--- src/rtl/lperm_pkg.sv ---
package lperm_pkg;

  localparam int unsigned QUAD_W = 128;
  localparam int unsigned DBL_W  = QUAD_W / 2;
  localparam int unsigned WRD_W  = 32;
  localparam int unsigned HLF_W  = 16;
  localparam int unsigned BYT_W  = 8;

  typedef enum logic [2:0] {
    OP_PACK_EVEN = 3'd0,
    OP_ILV_LO    = 3'd1,
    OP_ILV_HI_W  = 3'd2,
    OP_BCAST_H   = 3'd3,
    OP_COPY_LO   = 3'd4,
    OP_COPY_HI   = 3'd5,
    OP_ROT3      = 3'd6,
    OP_RESERVED  = 3'd7
  } perm_op_e;

  typedef enum logic [1:0] {
    GR_BYTE = 2'd0,
    GR_HALF = 2'd1,
    GR_WORD = 2'd2,
    GR_WIDE = 2'd3
  } gran_e;

  // Alternate elements of width ew from lo (even slots) and hi (odd slots).
  function automatic logic [QUAD_W-1:0] f_interleave(input logic [DBL_W-1:0] hi_src,
                                                      input logic [DBL_W-1:0] lo_src,
                                                      input int unsigned ew);
    logic [QUAD_W-1:0] r;
    for (int k = 0; k < QUAD_W; k++) begin
      int unsigned pair;
      int unsigned pos;
      pair = k / (2 * ew);
      pos  = k % (2 * ew);
      if (pos < ew) r[k] = lo_src[pair*ew + pos];
      else          r[k] = hi_src[pair*ew + pos - ew];
    end
    return r;
  endfunction

  function automatic logic [WRD_W-1:0] f_word(input logic [QUAD_W-1:0] v, input int unsigned idx);
    return v[idx*WRD_W +: WRD_W];
  endfunction

  function automatic logic [QUAD_W-1:0] f_pack_even(input logic [QUAD_W-1:0] a,
                                                     input logic [QUAD_W-1:0] b);
    return {f_word(a, 2), f_word(a, 0), f_word(b, 2), f_word(b, 0)};
  endfunction

  function automatic logic [QUAD_W-1:0] f_bcast_half(input logic [QUAD_W-1:0] b);
    logic [HLF_W-1:0] lo_h;
    logic [HLF_W-1:0] hi_h;
    lo_h = b[HLF_W-1:0];
    hi_h = b[DBL_W +: HLF_W];
    return {{(DBL_W/HLF_W){hi_h}}, {(DBL_W/HLF_W){lo_h}}};
  endfunction

  function automatic logic [QUAD_W-1:0] f_rot3(input logic [QUAD_W-1:0] b);
    return {f_word(b, 3), f_word(b, 0), f_word(b, 2), f_word(b, 1)};
  endfunction

endpackage

--- src/rtl/lperm_src_gate.sv ---
module lperm_src_gate #(
  parameter int unsigned WIDTH = lperm_pkg::QUAD_W
) (
  input  logic [WIDTH-1:0] raw,
  input  logic             is_zero_reg,
  output logic [WIDTH-1:0] gated
);
  assign gated = is_zero_reg ? '0 : raw;
endmodule

--- src/rtl/lperm_interleave.sv ---
module lperm_interleave #(
  parameter int unsigned ELEM_W = 8
) (
  input  logic [lperm_pkg::DBL_W-1:0]  hi_src,
  input  logic [lperm_pkg::DBL_W-1:0]  lo_src,
  output logic [lperm_pkg::QUAD_W-1:0] mixed
);
  always_comb mixed = lperm_pkg::f_interleave(hi_src, lo_src, ELEM_W);
endmodule

--- src/rtl/lperm_shuffle.sv ---
module lperm_shuffle
  import lperm_pkg::*;
(
  input  logic [2:0]        op,
  input  logic [1:0]        gran,
  input  logic [QUAD_W-1:0] opa,
  input  logic [QUAD_W-1:0] opb,
  output logic [QUAD_W-1:0] result,
  output logic              op_writes
);
  localparam int unsigned N_GRAN = 3;
  localparam int unsigned GRAN_W [N_GRAN] = '{BYT_W, HLF_W, WRD_W};

  logic [QUAD_W-1:0] ilv_lo [N_GRAN];
  logic [QUAD_W-1:0] ilv_hi_w;
  logic [QUAD_W-1:0] ilv_sel;

  for (genvar g = 0; g < N_GRAN; g++) begin : g_ilv
    lperm_interleave #(.ELEM_W(GRAN_W[g])) u_ilv (
      .hi_src (opa[DBL_W-1:0]),
      .lo_src (opb[DBL_W-1:0]),
      .mixed  (ilv_lo[g])
    );
  end

  lperm_interleave #(.ELEM_W(WRD_W)) u_ilv_hi (
    .hi_src (opa[QUAD_W-1:DBL_W]),
    .lo_src (opb[QUAD_W-1:DBL_W]),
    .mixed  (ilv_hi_w)
  );

  always_comb begin
    case (gran_e'(gran))
      GR_BYTE: ilv_sel = ilv_lo[0];
      GR_HALF: ilv_sel = ilv_lo[1];
      default: ilv_sel = ilv_lo[2];
    endcase
  end

  always_comb begin
    op_writes = 1'b1;
    result    = '0;
    case (perm_op_e'(op))
      OP_PACK_EVEN: result = f_pack_even(opa, opb);
      OP_ILV_LO:    result = ilv_sel;
      OP_ILV_HI_W:  result = ilv_hi_w;
      OP_BCAST_H:   result = f_bcast_half(opb);
      OP_COPY_LO:   result = {opa[DBL_W-1:0], opb[DBL_W-1:0]};
      OP_COPY_HI:   result = {opb[QUAD_W-1:DBL_W], opa[QUAD_W-1:DBL_W]};
      OP_ROT3:      result = f_rot3(opb);
      default:      op_writes = 1'b0;
    endcase
  end
endmodule

--- src/rtl/lperm_out_stage.sv ---
module lperm_out_stage #(
  parameter int unsigned WIDTH = lperm_pkg::QUAD_W
) (
  input  logic             clk,
  input  logic             rst_n,
  input  logic             issue,
  input  logic             accept,
  input  logic [WIDTH-1:0] next_data,
  output logic             q_valid,
  output logic             q_we,
  output logic [WIDTH-1:0] q_data
);
  always_ff @(posedge clk or negedge rst_n) begin
    if (!rst_n) begin
      q_valid <= 1'b0;
      q_we    <= 1'b0;
      q_data  <= '0;
    end else begin
      q_valid <= issue;
      q_we    <= accept;
      if (accept) q_data <= next_data;
    end
  end
endmodule

--- src/rtl/lane_permute_unit.sv ---
module lane_permute_unit #(
  parameter int unsigned QWORD_W = lperm_pkg::QUAD_W
) (
  input  logic               clk,
  input  logic               rst_n,
  input  logic               in_valid,
  input  logic [2:0]         op,
  input  logic [1:0]         gran,
  input  logic               src_a_zero,
  input  logic               src_b_zero,
  input  logic               dst_zero,
  input  logic [QWORD_W-1:0] src_a,
  input  logic [QWORD_W-1:0] src_b,
  output logic               out_valid,
  output logic               out_we,
  output logic [QWORD_W-1:0] out_data
);
  logic [QWORD_W-1:0] opa_g;
  logic [QWORD_W-1:0] opb_g;
  logic [QWORD_W-1:0] shuf_result;
  logic               op_writes;
  logic               wr_accept;

  lperm_src_gate #(.WIDTH(QWORD_W)) u_gate_a (.raw(src_a), .is_zero_reg(src_a_zero), .gated(opa_g));
  lperm_src_gate #(.WIDTH(QWORD_W)) u_gate_b (.raw(src_b), .is_zero_reg(src_b_zero), .gated(opb_g));

  lperm_shuffle u_shuf (
    .op        (op),
    .gran      (gran),
    .opa       (opa_g),
    .opb       (opb_g),
    .result    (shuf_result),
    .op_writes (op_writes)
  );

  assign wr_accept = in_valid && !dst_zero && op_writes;

  lperm_out_stage #(.WIDTH(QWORD_W)) u_out (
    .clk       (clk),
    .rst_n     (rst_n),
    .issue     (in_valid),
    .accept    (wr_accept),
    .next_data (shuf_result),
    .q_valid   (out_valid),
    .q_we      (out_we),
    .q_data    (out_data)
  );
endmodule

--- config.mk ---
export PLATFORM = sky130hd
export DESIGN_NAME = lane_permute_unit
export DESIGN_NICKNAME = d
export VERILOG_FILES = /design/src/rtl/lperm_pkg.sv /design/src/rtl/lperm_src_gate.sv /design/src/rtl/lperm_interleave.sv /design/src/rtl/lperm_shuffle.sv /design/src/rtl/lperm_out_stage.sv /design/src/rtl/lane_permute_unit.sv
export SDC_FILE = /design/constraint.sdc
export NUM_CORES = 1
export LEC_CHECK = 0
export ABC_AREA = 1
export BUFFER_PORTS_ARGS = -buffer_cell sky130_fd_sc_hd__buf_2
export CORE_MARGIN = 5
export CORE_UTILIZATION = 35
export CTS_BUF_LIST = sky130_fd_sc_hd__clkbuf_8 sky130_fd_sc_hd__clkbuf_16
export CTS_CLUSTER_DIAMETER = 60
export DETAILED_ROUTE_END_ITERATION = 12
export PLACE_DENSITY_LB_ADDON = 0.08
export SYNTH_ARGS = -nofsm -noshare
export SYNTH_HDL_FRONTEND = slang
export SYNTH_SLANG_ARGS = --single-unit
--- constraint.sdc ---
create_clock -name clk -period 1.1 [get_ports clk]
set_input_delay 0.22 -clock clk [delete_from_list [all_inputs] [get_ports clk]]
set_output_delay 0.22 -clock clk [all_outputs]
set_load 0.02 [all_outputs]
### After elaboration in Yosys (flattened, before gate mapping)

Index checks and enable logic that the tools add are counted.

| word-level totals | value |
|---|---|
| bits in read-only memories | 0 |
| bits in writable memories | 0 |
| memories kept | 0 |
| flip-flop bits (word level) | 130 |
| input bits | 267 |
| output and inout port bits | 130 |
| bits in latches | 0 |
| logic and storage cells | 21 |

| operators by class | value |
|---|---|
| shifts and indexed selects | 0 |
| div/mod/pow operators | 0 |
| magnitude comparators | 0 |
| add/subtract/negate cells | 0 |
| reduce and logical (&&, ||, !) cells | 6 |
| mux-type cells | 5 |
| bitwise logic cells | 0 |
| eq/ne operators | 7 |
| $mul | 0 |

Operators by type and width:

| kind | count |
|---|---|
| case mux 128 bit (7 select lines) | 1 |
| two-way mux 128 bit | 2 |
| case mux 120 bit (2 select lines) | 1 |
| == test 3 bit, second input constant | 3 |
| OR reduction 7 bit | 1 |
| == test 3 x 2 -> 1 bit, second input constant | 2 |
| == test 3 x 1 -> 1 bit, second input constant | 1 |
| zero test 3 bit | 1 |
| == test 2 x 1 -> 1 bit, second input constant | 1 |
| logical AND 1 bit | 2 |
| zero test 2 bit | 1 |
| zero test 1 bit | 1 |
| two-way mux 1 bit | 1 |

### Logic depth before layout (Yosys ltp)

| depth | value |
|---|---|
| depth after elaboration | 4 |
| mapped depth | 12 |
| gate-level depth less buffers | 9 |

### Modules after synthesis

A second synthesis with hierarchy kept.

| second synthesis, totals | value |
|---|---|
| cells, all modules | 3605 |
| area, all modules | 19974.2 µm² |

Modules (own cells, without submodules):

| module | times used | area each (µm²) | cells an instance | sequential area each (µm²) |
|---|---|---|---|---|
| lperm_shuffle | 1 | 8881.0 | 2008 | 0.0 |
| lperm_out_stage | 1 | 5009.8 | 543 | 3253.1 |
| lperm_interleave | 4 | 960.9 | 128 | 0.0 |
| lperm_src_gate | 2 | 1114.8 | 270 | 0.0 |
| lane_permute_unit | 1 | 10.0 | 2 | 0.0 |

### Least setup slack after synthesis

OpenSTA, ideal clock, no wires.

| timing | value |
|---|---|
| path kind | input-to-reg |
| from | input port src_b_zero |
| to | register u_out.q_data[28] |
| setup time | 117 ps |
| path slack | -177 ps |
| stages on the path | 10 |
| data arrival time | 1160 ps |
| path buffers | 3 |
| required time | 983 ps |
| cells stage by stage | buf_2 > inv_2 > buf_4 > buf_2 > nand2_1 > inv_1 > a21oi_1 > nand2_1 > nor2_1 > nor2_1 |

| between the ends | value |
|---|---|
| cells in the longest elaborated chain, start to end | 3 |

RTL lines:

| element | RTL line | RTL |
|---|---|---|
| from (decl) | lane_permute_unit.sv:10 | `input logic src_b_zero,` |
| two-way mux 128 bit * | lperm_src_gate.sv:8 | `assign gated = is_zero_reg ? '0 : raw;` |
| case mux 120 bit (2 select lines) | lperm_shuffle.sv:33 | `case (gran_e'(gran))` |
| case mux 128 bit (7 select lines) * | lperm_shuffle.sv:43 | `case (perm_op_e'(op))` |
| to (signal assigned) | lperm_out_stage.sv:21 | `if (accept) q_data <= next_data;` |
| to (decl) | lperm_out_stage.sv:11 | `output logic [WIDTH-1:0] q_data` |

Mark *: on every way between the ends. The rest lies on a longest branch, timed or not.
A chain may end at the register's enable or synchronous reset.

### Worst setup path in the final report

| timing | value |
|---|---|
| from | register u_out.q_data[112] |
| to | output port out_data[112] |

RTL lines:

| element | RTL line | RTL |
|---|---|---|
| to (decl) | lane_permute_unit.sv:16 | `output logic [QWORD_W-1:0] out_data` |

No word-level cell between the ends.

==> flow_summary.rst <==
.. list-table::
   :header-rows: 1

   * - Metric
     - Value
   * - Status
     - finished with violations
   * - Violated checks
     - negative setup slack
   * - RSZ-0062 raised after global routing
     - yes
   * - Mean number of vias per cell
     - 5.45
   * - First-pass iteration count of the detailed router
     - 6
   * - Worst R2R Path Depth
     - 4
   * - Endpoint kind of the worst setup timing path
     - output port
   * - Synth warn
     - 0
   * - Worst-Margin Slew
     - 0.400 ns
   * - Commonest cells in the synthesized netlist
     - nor2_1 (791), nand2_1 (729), nand3_1 (238), dfrtp_1 (130), inv_1 (120)
   * - Endpoint of the worst register-to-register path
     - u_out.q_data[67]
   * - TritonCTS buffer count
     - 17
   * - Ys async rst share
     - 100%
   * - Total congestion overflow
     - 0
   * - Post-synth cell types
     - 22
   * - Latest clock arrival within the worst-skew pair
     - 0.46 ns
   * - Antenna-violating nets left
     - 0
   * - Worst-case hold path end point
     - u_out.q_data[120]
   * - Average detailed-routed wire length per instance
     - 23.4 um
   * - R2r startpoint
     - u_out.q_data[67]
   * - Post-Route Skew
     - 0 ns
   * - Total Die Area
     - 39,000 um^2
   * - Leading cell type by number of instances after synthesis
     - nor2_1
   * - Cell accounting for the most synthesized area
     - dfrtp_1
   * - Synth area leaders
     - dfrtp_1 (26%), nor2_1 (24%), nand2_1 (22%)
   * - Buffers plus inverters on the worst setup path
     - 1
   * - Sequential area share after synthesis
     - 26.4%
   * - Cell leakage power
     - 11.0 nW
   * - Final max-slew violation count
     - 0
   * - Clock transition at the register clock pins on the worst setup and hold paths after CTS
     - 0.08 ns
   * - Peak fanout along the critical path
     - 2
   * - Slowest CP cell
     - dfrtp_2
   * - Count of H-tree levels built during CTS
     - 4
   * - Pin count of the biggest net entering global routing
     - 35
   * - Share of final-layout standard cells stronger than drive strength 1
     - 36.6%
   * - Ports placed on the boundary
     - 397
   * - Vias after detailed routing
     - 19,000
   * - Crit path DAT
     - 1.11 ns
   * - FP Rows
     - 68
   * - Relative slew slack
     - 73.4%
   * - Post-route core utilization
     - 60.7%
   * - Placer congestion estimate
     - 1.06
   * - Global-route wire length before repair
     - 115,000 um
   * - Layout overhead on the synthesized area
     - 71.0%
   * - Number of endpoints failing setup at the final stage
     - 134
   * - Core Area
     - 34,600 um^2
   * - Avg Synthesized Cell Area
     - 5.31 um^2
   * - Worst-path cell chain
     - buf_6
   * - Port-buffer cells
     - 396
   * - Maximum buffer depth of the clock tree
     - 2
   * - Height of the chip
     - 197 um
   * - Setup slack, reg-to-reg
     - 0.19 ns
   * - Delay of the slowest cell on the worst path
     - 0.47 ns
   * - Clock period minus final worst setup slack
     - 1.33 ns
   * - Antenna violations before repair
     - 3
   * - Most instantiated flip-flop cell in the synthesis netlist
     - dfrtp_1
   * - Final hold violation count
     - 0
   * - Top-area cell type share of the netlist area
     - 26.4%
   * - Clock net sink count
     - 130
   * - DRC violation count after routing
     - 0
   * - Min-Delay Path Class
     - input port to flip-flop
   * - Root Buffer Master
     - clkbuf_16
   * - Launch instance of the worst min-delay path
     - src_a[56]
   * - Max IR drop VDD
     - 1190 uV
   * - EDFF count, synth
     - 0
   * - Finished layout cell area
     - 21,000 um^2
   * - Smallest setup slack after layout
     - -0.228 ns
   * - CP startpoint kind
     - flip-flop
   * - Placement-stage cell area
     - 17,500 um^2
   * - Total global-route track usage
     - 39.6%
   * - Fmax
     - 0.753 GHz
   * - Total power
     - 0.0230 W
   * - Floorplan die width
     - 197 um
   * - Net count after synthesis
     - 2,583
   * - Cells after Synth
     - 2,316
   * - Cell area after synthesis
     - 12,300 um^2
   * - CP required
     - 0.88 ns
   * - Power density normalized to cell area
     - 1090 nW/um^2
   * - DPL Wire Length
     - 62,100 um
   * - Vias in the first global route
     - 18,100
   * - First-iteration detailed-routing DRC count
     - 2,439
   * - CP top delay family
     - flip-flops
   * - Starting utilization of the core area
     - 35.5%
   * - Max-Cap Viols
     - 0
   * - Overall routed net length
     - 81,600 um
   * - CTS tree
     - done
   * - Critical path class
     - flip-flop to output port
   * - Number of synthesized register bits
     - 130
   * - Final worst-path cycle share
     - 121%
   * - Total number of nets in the final design
     - 3,287
   * - Number of cells on the worst hold path
     - 5
## cell families (layout without fill, tap and decap cells)
kind of cell / Yosys count / after routing / share of synthesized area, %
buffers and inverters: 278 / 995 / 10.4
and+or+nand+nor: 1795 / 1795 / 58.2
other: 0 / 1 / 0
AOI/OAI and AO/OA: 113 / 113 / 5.02
DFF: 130 / 130 / 26.4
## layer usage
layer	part of all wire (%)	wire [um]	track usage [%]
met1	41	33600	56.6
met2	42	34300	58.9
met3	13	10500	9.98
met4	3.9	3170	12.0
met5	0.033	27	0
## layout by cell type, fill, tap and decap left out, drive strengths merged
| cell | synthesis | layout |
|---|---|---|
| dfrtp | 130 | 130 |
| inv | 131 | 138 |
| nand3 | 243 | 243 |
| nand2 | 731 | 731 |
| nand3b | 1 | 1 |
| nor2 | 794 | 794 |
| nand4 | 26 | 26 |
| clkbuf | 30 | 26 |
| o21ai | 39 | 39 |
| a21oi | 53 | 53 |
| clkinvlp | 0 | 4 |
| dlygate4sd3 | 0 | 2 |
| bufinv | 0 | 3 |
| diode | 0 | 1 |
| o211ai | 21 | 21 |
| bufbuf | 0 | 3 |
| buf | 117 | 815 |
| clkinv | 0 | 4 |
## metrics by stage
stage	setup WS (ns)	cells	hold WS [ns]	setup TNS [ns]
2_1_floorplan	-0.0947	2316	-0.0756	-8.82
4_1_cts	-0.235	3434	0.0893	-18.59
5_1_grt	-0.240	3488	0.115	-20.51
6_report	-0.228	3489	0.106	-17.35
3_5_place_dp	-0.713	3352	0.146	-69.17
3_3_place_gp	-0.714	3352	0.143	-66.96
## flip-flops by register name, summed over array words and instances (netlist names)
signal / cells
u_out.q_data: 128
u_out.q_we: 1
u_out.q_valid: 1
## worst max-delay path by stage
| stage | from | endpoint | slack, ns | cells after the start |
|---|---|---|---|---|
| final | u_out.q_data[112] | out_data[112] | -0.23 | 1 |
| after global placement | op[1] | u_out.q_data[36] | -0.71 | 10 |
| after CTS | u_out.q_data[51] | out_data[51] | -0.23 | 1 |
| after detailed placement | op[1] | u_out.q_data[36] | -0.71 | 10 |
| after global routing | u_out.q_data[51] | out_data[51] | -0.24 | 1 |
| after floorplan | op[2] | u_out.q_data[107] | -0.09 | 11 |
## final cells by class
type                    instances  area, um^2
fillers                      3402       13600
multi-input cells            1908        8660
repair buffers                829        7300
flip-flops and latches        130        3270
inverters                     131         581
well taps                     455         569
clock buffers                  17         425
clock inverters                15         195
repair inverters                3        26.3
diodes                          1        2.50
## what timing repair did
action | 4_1_cts | 5_1_grt
setup endpoints to repair | 242 | 244
pin swaps | 14 | 58
hold endpoints to repair | 73 | 0
buffers inserted | 40 | 47
resized for setup | 364 | 193
gates cloned | 8 | 11
hold buffers | 2 | 0
## report_power, final
| part | internal (W) | total, W | leakage [nW] | switching (W) |
|---|---|---|---|---|
| registers | 0.00560 | 0.00641 | 1.50 | 0.000811 |
| clock network | 0.00364 | 0.00649 | 0.292 | 0.00285 |
| logic | 0.00458 | 0.0101 | 9.18 | 0.00551 |
| total | 0.0138 | 0.0230 | 11.0 | 0.00917 |
Power figures use the tool's default switching activity.
